$ cat src/rtl/tod_counter.sv
module tod_counter #(
  parameter int SEC_W = 32,
  parameter int SUB_W = 31,
  parameter int ACC_W = 32
) (
  input  logic             clk,
  input  logic             rst_n,
  input  logic             run_en,
  input  logic [ACC_W-1:0] addend,
  input  logic [SUB_W-1:0] incr,
  input  logic             upd_go,
  input  logic             upd_mode,
  input  logic [SEC_W-1:0] upd_sec,
  input  logic [SUB_W:0]   upd_sub,
  input  logic             alm_arm,
  input  logic             alm_clr,
  input  logic [SEC_W-1:0] alm_sec,
  input  logic [SUB_W-1:0] alm_sub,
  input  logic             snap,
  output logic [SEC_W-1:0] cur_sec,
  output logic [SUB_W-1:0] cur_sub,
  output logic [SEC_W-1:0] snap_sec,
  output logic             alm_flag
);

  logic [ACC_W-1:0] acc;
  logic             armed;

  logic [ACC_W:0] acc_sum;
  logic           tick;
  assign acc_sum = {1'b0, acc} + {1'b0, addend};
  assign tick    = run_en & acc_sum[ACC_W];

  logic [SUB_W:0] step_sum;
  assign step_sum = {1'b0, cur_sub} + (tick ? {1'b0, incr} : '0);

  logic [SUB_W-1:0] off;
  logic             neg;
  assign off = upd_sub[SUB_W-1:0];
  assign neg = upd_sub[SUB_W];

  logic [SUB_W:0] add_sum, dif;
  assign add_sum = {1'b0, cur_sub} + {1'b0, off};
  assign dif     = {1'b0, cur_sub} - {1'b0, off};

  logic [SEC_W-1:0] add_sec, sub_sec;
  assign add_sec = cur_sec + upd_sec + SEC_W'(add_sum[SUB_W]);
  assign sub_sec = cur_sec - upd_sec - SEC_W'(dif[SUB_W]);

  logic [SEC_W-1:0] nxt_sec;
  logic [SUB_W-1:0] nxt_sub;
  always_comb begin
    nxt_sec = cur_sec + SEC_W'(step_sum[SUB_W]);
    nxt_sub = step_sum[SUB_W-1:0];
    if (upd_go) begin
      if (!upd_mode) begin
        nxt_sec = upd_sec;
        nxt_sub = off;
      end else if (neg) begin
        nxt_sec = sub_sec;
        nxt_sub = dif[SUB_W-1:0];
      end else begin
        nxt_sec = add_sec;
        nxt_sub = add_sum[SUB_W-1:0];
      end
    end
  end

  logic reached, fire;
  assign reached = {cur_sec, cur_sub} >= {alm_sec, alm_sub};
  assign fire    = armed & reached;

  always_ff @(posedge clk or negedge rst_n) begin
    if (!rst_n) begin
      acc      <= '0;
      cur_sec  <= '0;
      cur_sub  <= '0;
      snap_sec <= '0;
      armed    <= 1'b0;
      alm_flag <= 1'b0;
    end else begin
      if (run_en) acc <= acc_sum[ACC_W-1:0];
      cur_sec  <= nxt_sec;
      cur_sub  <= nxt_sub;
      if (snap) snap_sec <= cur_sec;
      armed    <= alm_arm | (armed & ~reached);
      alm_flag <= fire | (alm_flag & ~alm_clr);
    end
  end

endmodule

$ cat config.mk
export PLATFORM = sky130hd
export DESIGN_NAME = tod_counter
export DESIGN_NICKNAME = d
export VERILOG_FILES = /design/src/rtl/tod_counter.sv
export SDC_FILE = /design/constraint.sdc
export NUM_CORES = 1
export LEC_CHECK = 0
export ABC_AREA = 0
export BUFFER_PORTS_ARGS = -buffer_cell sky130_fd_sc_hd__buf_2
export CAP_MARGIN = 30
export CORE_UTILIZATION = 52
export CTS_CLUSTER_SIZE = 28
export DETAILED_ROUTE_END_ITERATION = 8
export MAX_ROUTING_LAYER = met4
export PLACE_DENSITY = 0.75
export SLEW_MARGIN = 20
export SYNTH_ARGS = -nofsm -noshare
export SYNTH_HDL_FRONTEND = slang
export SYNTH_SLANG_ARGS = --single-unit
$ cat constraint.sdc
create_clock -name clk -period 19.49 [get_ports clk]
set_input_delay 0.9745 -clock clk [delete_from_list [all_inputs] [get_ports clk]]
set_output_delay 0.9745 -clock clk [all_outputs]
set_load 0.05 [all_outputs]
==> results_dict.tcl <==
set metrics [dict create \
    outcome "completed" \
    vias 18200 \
    n_fill_cell 3160 \
    worst_ep_required_time_ns 19.80 \
    crit_fanout 31 \
    start_util_pct 52.8 \
    worst_pin_slew_ns 0.925 \
    yosys.area.top_type "ha_1" \
    reg2reg_slack_ns 11.03 \
    ant_nets 0 \
    routedWlPerCell_um 18.3 \
    postCtsHoldBufs 0 \
    seq_area_um2 3230 \
    drive_above_1_share_pct 17.2 \
    end_kind "register" \
    synth_top_area_share_pct 19.2 \
    power.share.clock_pct 10.8 \
    irDropWorstVdd_v 0.000135 \
    syn_area_per_cell_um2 7.76 \
    io_buffers 293 \
    viasPerCell 5.96 \
    grt_antenna_before_repair 4 \
    gr-total-overflow 0 \
    dr_wl_met2_um 25600 \
    powerDensity_nw_per_um2 163 \
    worstSetupStartpointType "primary input" \
    rsz0062_at_grt "no" \
    postCtsSetupRepairBufs 0 \
    synth_seq_cells 129 \
    grt_pass1_wl_um 89200 \
    wl_met1_um 25500 \
    die_w_um 189 \
    pre_cts_slack_ns 10.50 \
    grt_usage_pct 31.9 \
    synth_edf_count 0 \
    dr_wl_met3_um 3700 \
    multi_input_area_um2 13700 \
    grt_max_degree 69 \
    cap_violations 0 \
    synth_most_common_cell "ha_1" \
    p_comb_share_pct 73.3 \
    top_layer "met4" \
    slowest_stage "o21ai_0" \
    core_um2 34500 \
    yosysSeqAreaShare_pct 17.7 \
    ios 294 \
    crit_arrival_ns 9.02 \
    tritoncts "done" \
    routabilityCongestion 0.950 \
    seqPwrFrac_pct 15.9 \
    power.share.switching_pct 54.1 \
    dr.pass1.iters 5 \
    async_flop_share_pct 100 \
    final_max_slew_viol_count 0 \
    place_hpwl_um 43800 \
    netlist_top_cells_count "ha_1 (280), inv_1 (250), a21oi_1 (218), nor2_1 (210), nand2_1 (169)" \
    max_stage_delay_ns 0.49 \
    fp-row-count 68 \
    clock_latency_ns 0.46 \
    fp.dieArea_um2 35800 \
    drc 0 \
    synth_nets 2833 \
    cts_sinks 129 \
    tns_ns 0 \
    clock-root-buffer "clkbuf_16" \
    ys_warn_count 0 \
    synth_cell_types 104 \
    switchingPower_uw 1820 \
    fp.dieH_um 189 \
    critPathKind "in -> reg" \
    clock.fmax_mhz 115 \
    hold_ws_ns 0.480 \
    setup_viol_count_final 0 \
    layout_min_cycle_time_ns 8.71 \
    hold_viol_final 0 \
    drt_iter0_drc 1242 \
    grt_pass1_vias 17500 \
    synthTopCellsByArea "ha_1 (19%), dfrtp_1 (18%), a21oi_1 (6.0%), xnor2_1 (6.0%), inv_1 (5.1%)" \
    leakage_uw 0.0102 \
    finalClockSkew_ns 0.0134 \
    area_delta_synth_final_pct 13.4 \
    syn_area_um2 18200 \
    h-tree-depth 4 \
    min_period_over_period_pct 44.7 \
    synthCells 2347 \
    nets 3073 \
    clock_tree.buffer_depth 2 \
    min_path_type "reg -> reg" \
    ys.flop_type "dfrtp_1" \
    maxSlewHeadroom_pct 37.8 \
    clk_pin_slew_ns 0.06 \
    cts_resized 0 \
    p_int_uw 1550 \
    finalWorstSetupSlack_ns 10.78 \
    wl_um 56100 \
    cts_buffers 17 \
]
path summary, 6_finish.rpt:
check | from | end | cells after the start
max | addend[0] | cur_sec[28] | 35
min | armed | armed | 1
max reg2reg | acc[0] | cur_sec[28] | 34
min reg2reg | armed | armed | 1
max in group asynchronous | rst_n | snap_sec[4] | 3
min in group asynchronous | rst_n | acc[16] | 1
final cells by class:
class,count,share of cell area (%)
Antenna cell,4,0.0484
Clock buffer,17,2.06
Clock inverter,15,0.993
Inverter,252,4.58
Multi-Input combinational cell,1883,66.3
Sequential cell,129,15.6
Tap cell,455,2.75
Timing Repair Buffer,304,7.64
critical path, delay by kind of cell:
family                     cells  cell delay (ns)
AOI/OAI and AO/OA             19             4.20
xor gates and xnor gates       1             0.13
adders and majority gates      5             1.72
buffers and inverters          2             0.43
and+or+nand+nor                8             1.53
metal layers:
layer	GRT usage [%]	vias to the layer above
met4	10.1	0
met2	51.2	621
li1	-	8896
met3	5.30	80
met1	40.8	8637
met5	-	-
logic make-up after synthesis:
group / Yosys count / synth area share [%]
flops: 129 / 17.7
compound gates: 732 / 26.7
buf+inv: 335 / 7.11
simple gates: 635 / 16.5
fa+ha+maj: 288 / 20.1
mux: 74 / 4.51
xor+xnor: 154 / 7.40
cells in the final DEF, fill, tap and decap left out, drive strengths merged, types with 7 or more instances in the layout:
master,n
nand2,169
o31ai,27
nor2b,18
nor4,18
xor2,30
o21a,13
fa,8
mux2i,12
nand2b,19
and2,11
a221oi,13
or4,7
clkinv,7
a31oi,32
o22ai,11
mux2,62
nor3b,7
a21o,93
ha,280
xnor2,124
buf,304
a211oi,21
nand4,29
a211o,8
o21bai,35
inv,254
o21ai,138
o211ai,39
nor3,35
nand3,55
o221ai,9
dfrtp,129
clkbuf,17
or3,8
a21oi,221
nor2,210
and3,27
stage by stage:
stage / power, uW / instances / utilization (%) / cell area [um2]
6_report: 3370 / 3059 / 59.8 / 20700
3_5_place_dp: 2960 / 3022 / 57.9 / 20000
5_1_grt: 3630 / 3059 / 59.8 / 20700
4_1_cts: 3340 / 3054 / 59.7 / 20600
2_1_floorplan: 2400 / 2347 / - / 18200
3_3_place_gp: 2910 / 3021 / 57.9 / 20000
registers in the layout, indices dropped and copies added, names as in the netlist:
signal    flops
cur_sec      32
alm_flag      1
cur_sub      31
armed         1
acc          32
snap_sec     32
power groups by stage:
stage	Sequential, uW	Clock, uW	Combinational (uW)
5_1_grt	553	376	2700
6_report	534	364	2470
3_5_place_dp	537	0	2420
3_3_place_gp	529	0	2380
4_1_cts	533	366	2440
2_1_floorplan	767	0	1630
No activity file was read; power rests on OpenSTA's default activity.
